<file path="src/rtl/rx_ring_pkg.sv">
package rx_ring_pkg;
  typedef struct packed {
    logic wrByte;   // store the incoming byte
    logic wrHdr;    // store header word, advance offset
    logic cntClr;   // restart frame byte count
  } rxStrobe_t;
endpackage

</file>
<file path="src/rtl/rx_ring_dp.sv">
module rx_ring_dp
  import rx_ring_pkg::*;
#(
  parameter int BASE_BITS = 13,
  parameter int IDX_W     = 2,
  parameter int MAX_IDX   = 2,
  parameter int AW        = BASE_BITS + MAX_IDX + 1
)(
  input  logic             clk,
  input  logic             rstN,
  input  rxStrobe_t        strb,
  input  logic [IDX_W-1:0] cfgSizeIdx,
  input  logic             cfgWrap,
  input  logic [AW-1:0]    hostRdPtr,
  input  logic [7:0]       rxData,
  input  logic [15:0]      hdrStatus,
  output logic             roomOk,
  output logic [AW-1:0]    wrOffset,
  output logic             bufEmpty,
  output logic             memWe,
  output logic [AW-3:0]    memAddr,
  output logic [3:0]       memBe,
  output logic [31:0]      memData
);
  logic [IDX_W-1:0] idxEff;
  logic [AW:0]      ringSize;
  logic [AW-1:0]    mask, rdOff, gap, bytePos, dataPos, nextOff, cnt;
  logic [AW:0]      freeSpace;

  assign idxEff   = (cfgSizeIdx > IDX_W'(MAX_IDX)) ? IDX_W'(MAX_IDX) : cfgSizeIdx;
  assign ringSize = (AW+1)'(1) << (BASE_BITS + int'(idxEff));
  assign mask     = ringSize[AW-1:0] - 1'b1;

  // host pointer lags the consumed offset by 16
  assign rdOff     = (hostRdPtr + AW'(16)) & mask;
  assign gap       = (rdOff - wrOffset) & mask;
  assign freeSpace = (gap == '0) ? ringSize : {1'b0, gap};
  assign bufEmpty  = (gap == '0);
  // keep header plus alignment padding strictly short of the read offset
  assign roomOk    = ({1'b0, cnt} + (AW+1)'(8)) < freeSpace;

  assign bytePos = wrOffset + AW'(4) + cnt;
  assign dataPos = cfgWrap ? bytePos : (bytePos & mask);
  assign nextOff = (wrOffset + cnt + AW'(7)) & ~AW'(3) & mask;

  always_comb begin
    memWe   = strb.wrHdr | strb.wrByte;
    memAddr = dataPos[AW-1:2];
    memBe   = 4'b0001 << dataPos[1:0];
    memData = {4{rxData}};
    if (strb.wrHdr) begin
      memAddr = wrOffset[AW-1:2];
      memBe   = 4'hF;
      memData = {cnt[15:0], hdrStatus};
    end
  end

  always_ff @(posedge clk) begin
    if (!rstN) begin
      cnt      <= '0;
      wrOffset <= '0;
    end else begin
      if (strb.cntClr)      cnt <= '0;
      else if (strb.wrByte) cnt <= cnt + 1'b1;
      if (strb.wrHdr) wrOffset <= nextOff;
    end
  end
endmodule

</file>
<file path="src/rtl/rx_ring_ctrl.sv">
module rx_ring_ctrl
  import rx_ring_pkg::*;
#(
  parameter int ERR_W  = 5,
  parameter int MT_W   = 3,
  parameter int MISS_W = 24
)(
  input  logic              clk,
  input  logic              rstN,
  input  logic              rxValid,
  input  logic              rxLast,
  input  logic [ERR_W-1:0]  rxErr,
  input  logic [MT_W-1:0]   rxMatch,
  input  logic              roomOk,
  input  logic [7:0]        irqClr,
  output rxStrobe_t         strb,
  output logic [15:0]       hdrStatus,
  output logic [7:0]        irqStat,
  output logic [MISS_W-1:0] missedCnt
);
  localparam int PAD_W = 16 - MT_W - ERR_W - 1;

  logic hdrPend, dropping, byteIn, ovfNow, fifoNow;
  logic okB, errB, ovfB, fifoB;

  assign byteIn      = rxValid & ~hdrPend & ~dropping;
  assign ovfNow      = byteIn & ~roomOk;
  assign fifoNow     = rxValid & hdrPend;
  assign strb.wrByte = byteIn & roomOk;
  assign strb.wrHdr  = hdrPend;
  assign strb.cntClr = hdrPend | ovfNow;

  assign irqStat = {1'b0, fifoB, 1'b0, ovfB, 2'b00, errB, okB};

  always_ff @(posedge clk) begin
    if (!rstN) begin
      hdrPend   <= 1'b0;
      dropping  <= 1'b0;
      hdrStatus <= '0;
      okB <= 1'b0; errB <= 1'b0; ovfB <= 1'b0; fifoB <= 1'b0;
      missedCnt <= '0;
    end else begin
      hdrPend <= strb.wrByte & rxLast;
      if (strb.wrByte & rxLast)
        hdrStatus <= {rxMatch, PAD_W'(0), rxErr, ~|rxErr};
      if ((ovfNow | fifoNow) & ~rxLast) dropping <= 1'b1;
      else if (dropping & rxValid & rxLast) dropping <= 1'b0;
      okB   <= (okB   & ~irqClr[0]) | (hdrPend &  hdrStatus[0]);
      errB  <= (errB  & ~irqClr[1]) | (hdrPend & ~hdrStatus[0]);
      ovfB  <= (ovfB  & ~irqClr[4]) | ovfNow;
      fifoB <= (fifoB & ~irqClr[6]) | fifoNow;
      if (ovfNow) missedCnt <= missedCnt + 1'b1;
    end
  end
endmodule

</file>
<file path="src/rtl/rx_ring_writer.sv">
module rx_ring_writer
  import rx_ring_pkg::*;
#(
  parameter int BASE_BITS = 13,
  parameter int MAX_IDX   = 2,
  parameter int IDX_W     = 2,
  parameter int MISS_W    = 24,
  parameter int AW        = BASE_BITS + MAX_IDX + 1
)(
  input  logic              clk,
  input  logic              rstN,
  input  logic              rxValid,
  input  logic [7:0]        rxData,
  input  logic              rxLast,
  input  logic [4:0]        rxErr,
  input  logic [2:0]        rxMatch,
  input  logic [IDX_W-1:0]  cfgSizeIdx,
  input  logic              cfgWrap,
  input  logic [AW-1:0]     hostRdPtr,
  input  logic [7:0]        irqClr,
  output logic              memWe,
  output logic [AW-3:0]     memAddr,
  output logic [3:0]        memBe,
  output logic [31:0]       memData,
  output logic [AW-1:0]     wrOffset,
  output logic              bufEmpty,
  output logic [7:0]        irqStat,
  output logic [MISS_W-1:0] missedCnt
);
  rxStrobe_t   strb;
  logic        roomOk;
  logic [15:0] hdrStatus;

  rx_ring_ctrl #(.ERR_W(5), .MT_W(3), .MISS_W(MISS_W)) ctrl_i (
    .clk, .rstN, .rxValid, .rxLast, .rxErr, .rxMatch, .roomOk, .irqClr,
    .strb, .hdrStatus, .irqStat, .missedCnt
  );

  rx_ring_dp #(.BASE_BITS(BASE_BITS), .IDX_W(IDX_W), .MAX_IDX(MAX_IDX), .AW(AW)) dp_i (
    .clk, .rstN, .strb, .cfgSizeIdx, .cfgWrap, .hostRdPtr, .rxData, .hdrStatus,
    .roomOk, .wrOffset, .bufEmpty, .memWe, .memAddr, .memBe, .memData
  );
endmodule

</file>
<file path="config.mk">
export PLATFORM = sky130hd
export DESIGN_NAME = rx_ring_writer
export DESIGN_NICKNAME = d
export VERILOG_FILES = /design/src/rtl/rx_ring_pkg.sv /design/src/rtl/rx_ring_dp.sv /design/src/rtl/rx_ring_ctrl.sv /design/src/rtl/rx_ring_writer.sv
export SDC_FILE = /design/constraint.sdc
export NUM_CORES = 1
export LEC_CHECK = 0
export BUFFER_PORTS_ARGS = -buffer_cell sky130_fd_sc_hd__buf_2
export CAP_MARGIN = 20
export CORE_MARGIN = 4
export CORE_UTILIZATION = 55
export DETAILED_ROUTE_END_ITERATION = 6
export GPL_TIMING_DRIVEN = 0
export PLACE_DENSITY = 0.81
export SLEW_MARGIN = 20
export SYNTH_ARGS = -nofsm -noshare
export SYNTH_HDL_FRONTEND = slang
export SYNTH_SLANG_ARGS = --single-unit
</file>
<file path="constraint.sdc">
create_clock -name clk -period 12 [get_ports clk]
set_input_delay 2.4 -clock clk [delete_from_list [all_inputs] [get_ports clk]]
set_output_delay 2.4 -clock clk [all_outputs]
set_load 0.01 [all_outputs]
</file>
==> flow_metrics.tcl, run 1 <==
set metrics [dict create \
    hp-class "reg2reg" \
    setup_tns_ns 0 \
    synth_area_leader_cell "dfxtp_1" \
    setup_viol 0 \
    synth_edf_count 0 \
    area_growth_pct 17.7 \
    wl_per_cell_um 17.8 \
    rr_startpoint "dp_i.wrOffset[2]" \
    worstSetupEndpointType "output pin" \
    synth.distinct_cells 71 \
    clk_pin_slew_ns 0.06 \
    yosysSeqAreaShare_pct 20.7 \
    synth.area.top_cells "dfxtp_1 21%, ha_1 12%, nand2_1 8.9%, mux2i_1 5.2%, a21oi_1 3.9%" \
    cts_sinks 69 \
    fin_util_pct 67.5 \
    firstDrtPassIters 5 \
    first_global_vias 6685 \
    cp-start-kind "input port" \
    cts_setup_buffers 0 \
    vias 7265 \
    io_buffer_count 134 \
    max_slew.worst_pin.slew_ns 0.831 \
    drv_cap 0 \
    whs_path_depth 2 \
    avgSynthCellArea_sq_um 7.37 \
    arrival_ns 6.78 \
    rsz0062_at_grt "false" \
    gr-total-overflow 0 \
    cp_max_fo 10 \
    p_per_area_nw_per_um2 80.4 \
    gp_congestion 0.971 \
    viasPerCell 6.01 \
    netlist_area_sq_um 6680 \
    cp-startpoint "hostRdPtr[4]" \
    drv_slew 0 \
    yosys.area.top_type_share_pct 20.7 \
    worstSetupEndpoint "memWe" \
    grt_max_degree 14 \
    cts_buffers 9 \
    reg2regPathDepth 19 \
    start_util_pct 57.3 \
    antenna_found_initial 0 \
    rrSetupSlack_ns 7.57 \
    critPathKind "in2out" \
    layout_min_cycle_time_ns 9.18 \
    die_width_um 118 \
    ant_nets 0 \
    clk_latency_ns 0.35 \
    drc 0 \
    holdCritStartpoint "ctrl_i.hdrStatus[2]" \
    rows 39 \
    fmax_ghz 0.109 \
    core_area_sq_um 11700 \
    fin_skew_ns 0.00843 \
    relSlewSlack_pct 44.2 \
    dieArea_sq_um 14000 \
    r2r_end "dp_i.cnt[10]" \
    run_status "complete, no violations" \
    routed_wl_um 21500 \
    drt_first_iter_violations 690 \
    synth-seq-cells 69 \
    synthFlopType "dfxtp_1" \
    final_cells 1209 \
    grt_pass1_wl_um 34300 \
    nets 1175 \
    ctsResizeCount 0 \
    grtUsageTotal_pct 29.8 \
    place_inst 1193 \
    setup_ws_ns 2.82 \
    cts-root-buf "clkbuf_16" \
    drive_gt1_share_pct 18.7 \
    cts_tree "done" \
    ctsHtreeMaxLevel 3 \
    worstPathRequired_ns 9.60 \
    fillCellCount 1051 \
    die_y_um 118 \
    peakVddDrop_mv 0.0866 \
    ios 147 \
    place_worst_setup_slack_ns 2.90 \
    hold_viol 0 \
    insertedDiodeCount 0 \
    cts_hold_buf 0 \
    hpwl_um 16800 \
    async_flop_share_pct 0 \
    totalPowerFinal_uw 632 \
    ys_warn_count 0 \
    timing.final.crit_share_pct 76.5 \
    leakage_uw 0.00362 \
    clockBufferDepth 2 \
    syn_inst 907 \
]
[per-stage QoR]
stage | cell area, sq um | hold WS (ns)
2_1_floorplan | 6720 | 0.438
3_3_place_gp | 7570 | 0.444
3_5_place_dp | 7570 | 0.453
4_1_cts | 7870 | 0.463
5_1_grt | 7870 | 0.486
6_report | 7870 | 0.462
[cells in the mapped netlist (19+ instances only)]
library cell    n
nor3_1         20
a21o_1         20
xor2_1         19
nand2b_1       31
a21oi_1        52
nor2_1         38
dfxtp_1        69
inv_1          41
clkbuf_1       37
mux2i_1        35
nand2_1       159
ha_1           64
o21ai_0        36
nand3_1        45
xnor2_1        21
nand4_1        34
[power by group]
group | internal, uW | switching (uW)
logic | 46.8 | 75.3
clock network | 162 | 115
registers | 232 | 2.38
[registers in the layout (all words and copies together), names as in the netlist]
signal and flops:
ctrl_i.missedCnt 24, dp_i.cnt 16, dp_i.wrOffset 14, ctrl_i.hdrStatus 9
ctrl_i.dropping 1, ctrl_i.errB 1, ctrl_i.fifoB 1, ctrl_i.hdrPend 1
ctrl_i.okB 1, ctrl_i.ovfB 1
[metal layers]
metal / up-vias / track usage (%) / wire length [um]
met1: 3388 / 38.5 / 9170
met2: 333 / 49.6 / 9870
li1: 3503 / - / -
met3: 41 / 5.54 / 1800
met5: - / 0 / 0
met4: 0 / 11.2 / 627
[critical path: stages]
cell      delay (ns)
buf_2           0.12
ha_1            0.23
and2_1          0.18
nand2_1         0.08
xor2_1          0.19
nor2_1          0.07
ha_1            0.26
clkbuf_1        0.27
nand3_1         0.12
a211o_1         0.25
and4_1          0.20
a311o_1         0.38
o21ai_2         0.08
a21boi_1        0.21
ha_1            0.28
nand4_1         0.11
nor2_1          0.09
a21o_1          0.21
a31oi_4         0.19
buf_4           0.22
nand2_1         0.15
o21ai_0         0.29
buf_2           0.19
[cells in the final DEF, fill, tap and decap left out, drive strengths merged, types with 9 or more instances in the layout]
cell type	count
xnor2	22
nor3	20
buf	164
ha	64
mux2i	35
clkbuf	47
nor2	38
a31oi	10
inv	41
nand4	36
nand2b	31
a21o	21
dfxtp	69
o22ai	9
xor2	19
and2	12
conb	11
o21ai	40
o21a	12
and3	12
a21oi	54
nand2	159
nand3	45
[kinds of logic after synthesis]
family / synth area share, %
AO/OA/AOI/OAI: 18.4
flip-flops: 20.7
buffers and inverters: 7.34
XOR/XNOR: 5.49
AND/OR/NAND/NOR: 29.2
other: 0.112
multiplexers: 5.92
adder cells (fa/ha/maj): 12.9
[how the worst min path moves through the flow]
stage,to
2_1_floorplan,ctrl_i.hdrStatus[13]
3_3_place_gp,ctrl_i.hdrStatus[2]
3_5_place_dp,ctrl_i.hdrStatus[13]
4_1_cts,ctrl_i.hdrStatus[13]
5_1_grt,ctrl_i.hdrStatus[2]
6_report,ctrl_i.hdrStatus[2]
[layout make-up]
cell class | count | area (sq um) | area share [%]
multi-input combinational | 738 | 4840 | 61.6
sequential | 69 | 1380 | 17.6
timing repair buffer | 134 | 671 | 8.52
buffer | 68 | 337 | 4.28
clock buffer | 9 | 225 | 2.86
tap | 143 | 179 | 2.27
inverter | 41 | 154 | 1.96
clock inverter | 7 | 76.3 | 0.970
Note: power is estimated with default switching activity, not from simulation.
==> run 2, diff against run 1 <==
Settings changed: CORE_UTILIZATION 55 to 51, PLACE_DENSITY 0.81 to 0.79.
Clock period 12 ns to 7.9 ns, I/O delays scaled along.
==> run 2 against run 1 <==
Utilization fell by 5.1 points; critical path depth did not move; critical path type unchanged; register-to-register slack got worse by 4.1 ns; largest power group unchanged; final cell count rose by 2.4%; worst hold slack barely moved.
==> flow_metrics.tcl, run 2 (synthesis gave the netlist of run 1 again) <==
set metrics [dict create \
    cts_hold_buf 0 \
    drc 0 \
    place_inst 1222 \
    dieArea_sq_um 15000 \
    setup_ws_ns 0.492 \
    worstPathRequired_ns 6.32 \
    arrival_ns 5.83 \
    cp-startpoint "hostRdPtr[4]" \
    first_global_vias 6676 \
    grtUsageTotal_pct 28.7 \
    max_slew.worst_pin.slew_ns 0.852 \
    fin_skew_ns 0.0123 \
    die_y_um 122 \
    cp_num_buf_inv 4 \
    register_area_sq_um 1380 \
    clk_pin_slew_ns 0.06 \
    crit_chain "buf_2 > ha_1 > and2_1 > nand2_1 > xor2_1 > nor2_1 > ha_1 > clkbuf_1 > nand3_1 > a211o_1 > and4_1 > a311o_1 > nor2_1 > nand4_1 > ha_1 > nand4_1 > nor2_1 > a21o_1 > a31oi_4 > buf_4 > nand2_1 > o21ai_0 > buf_2" \
    relSlewSlack_pct 42.8 \
    ctsHtreeMaxLevel 3 \
    nets 1175 \
    insertedDiodeCount 0 \
    drv_cap 0 \
    cts_buffers 9 \
    worstSetupEndpoint "memWe" \
    run_status "complete, no violations" \
    ios 147 \
    cts-root-buf "clkbuf_16" \
    grt_max_degree 14 \
    peakVddDrop_mv 0.112 \
    clockBufferDepth 2 \
    place_worst_setup_slack_ns 0.570 \
    leakage_uw 0.00364 \
    hold_viol 0 \
    multiInputGateArea_sq_um 4840 \
    final_cells 1238 \
    routed_wl_um 21400 \
    cts_sinks 69 \
    p_per_area_nw_per_um2 126 \
    start_util_pct 52.5 \
    critical-path-slowest-cell "a311o_1" \
    ant_nets 0 \
    layout_common_cells "159 x nand2_1, 143 x buf_2, 69 x dfxtp_1, 64 x ha_1, 52 x a21oi_1" \
    drt_first_iter_violations 782 \
    fillCellCount 1227 \
    final_common_cell "nand2_1" \
    wl_met2_um 9640 \
    hp-class "reg2reg" \
    setup_viol 0 \
    setup_tns_ns 0 \
    die_width_um 122 \
    route.met3.wl_um 1890 \
    fmax_ghz 0.135 \
    largest_reg_flops 24 \
    io_buffer_count 134 \
    rrSetupSlack_ns 3.43 \
    ctsResizeCount 0 \
    firstDrtPassIters 5 \
    cts_tree "done" \
    core_area_sq_um 12700 \
    grt_pass1_wl_um 34000 \
    critPathKind "in2out" \
    viasPerCell 5.82 \
    worstSetupEndpointType "output pin" \
    reg2regPathDepth 17 \
    gp_congestion 0.964 \
    gr-total-overflow 0 \
    top_register "ctrl_i.missedCnt" \
    area_growth_pct 18.7 \
    totalPowerFinal_uw 999 \
    wl_per_cell_um 17.3 \
    timing.final.crit_share_pct 93.8 \
    met1_length_um 9080 \
    dr.max_layer_used "met4" \
    cts_setup_buffers 0 \
    clk_latency_ns 0.35 \
    rsz0062_at_grt "false" \
    vias 7205 \
    drv_slew 0 \
    cp_max_fo 10 \
    r2r_end "ctrl_i.missedCnt[14]" \
    cp-start-kind "input port" \
    slowest_delay_ns 0.37 \
    path_depth 23 \
    drive_gt1_share_pct 18.7 \
    rows 41 \
    hpwl_um 16600 \
    cp_top_family "compound AO/OA/AOI/OAI gates" \
    largestRegisters "ctrl_i.missedCnt (24), dp_i.cnt (16), dp_i.wrOffset (14)" \
    rr_startpoint "dp_i.wrOffset[2]" \
    layout_min_cycle_time_ns 7.41 \
    antenna_found_initial 0 \
]
==> run 2: layer usage <==
layer	vias up	GRT usage, %
li1	3495	-
met1	3317	37.9
met2	338	46.2
met3	55	5.07
met4	0	11.7
met5	-	0
==> run 2: worst reg2reg max path, stage by stage, from the launching register on <==
cell	delay, ns
dfxtp_1	0.45
ha_1	0.22
inv_1	0.05
fa_1	0.41
a211o_1	0.33
nand4_1	0.10
nor3b_1	0.29
and4_1	0.24
nand4_2	0.10
a211oi_2	0.32
a21boi_1	0.14
ha_1	0.31
nand4_1	0.09
nor2_1	0.25
a21o_1	0.21
a31oi_4	0.06
a2111oi_0	0.59
mux2i_1	0.23
==> run 2: through the flow <==
stage          hold WS, ns  cell area (sq um)  utilization, %
2_1_floorplan        0.438               6720               -
3_3_place_gp         0.445               7600            59.8
3_5_place_dp         0.453               7600            59.8
4_1_cts              0.461               7940            62.4
5_1_grt              0.477               7940            62.4
6_report             0.461               7940            62.4
==> run 2: how the worst min path moves through the flow <==
stage,to,slack (ns),depth (start not counted),startpoint
4_1_cts,ctrl_i.hdrStatus[2],0.46,2,ctrl_i.hdrStatus[2]
3_5_place_dp,ctrl_i.hdrStatus[2],0.45,2,ctrl_i.hdrStatus[2]
5_1_grt,ctrl_i.hdrStatus[15],0.48,2,ctrl_i.hdrStatus[15]
3_3_place_gp,ctrl_i.hdrStatus[15],0.45,2,ctrl_i.hdrStatus[15]
2_1_floorplan,ctrl_i.hdrStatus[13],0.44,2,ctrl_i.hdrStatus[13]
6_report,ctrl_i.hdrStatus[13],0.46,2,ctrl_i.hdrStatus[13]
==> run 2: power breakdown <==
group          internal [uW]  switching [uW]
combinational           70.7             114
sequential               352            3.48
clock                    287             171
==> run 2: area by class of cell <==
class,count,area share (%)
clock inverter,6,1.18
clock buffer,10,3.01
multi-input combinational,738,61.1
tap,172,2.71
sequential,69,17.4
buffer,68,4.24
inverter,41,1.94
timing repair buffer,134,8.45
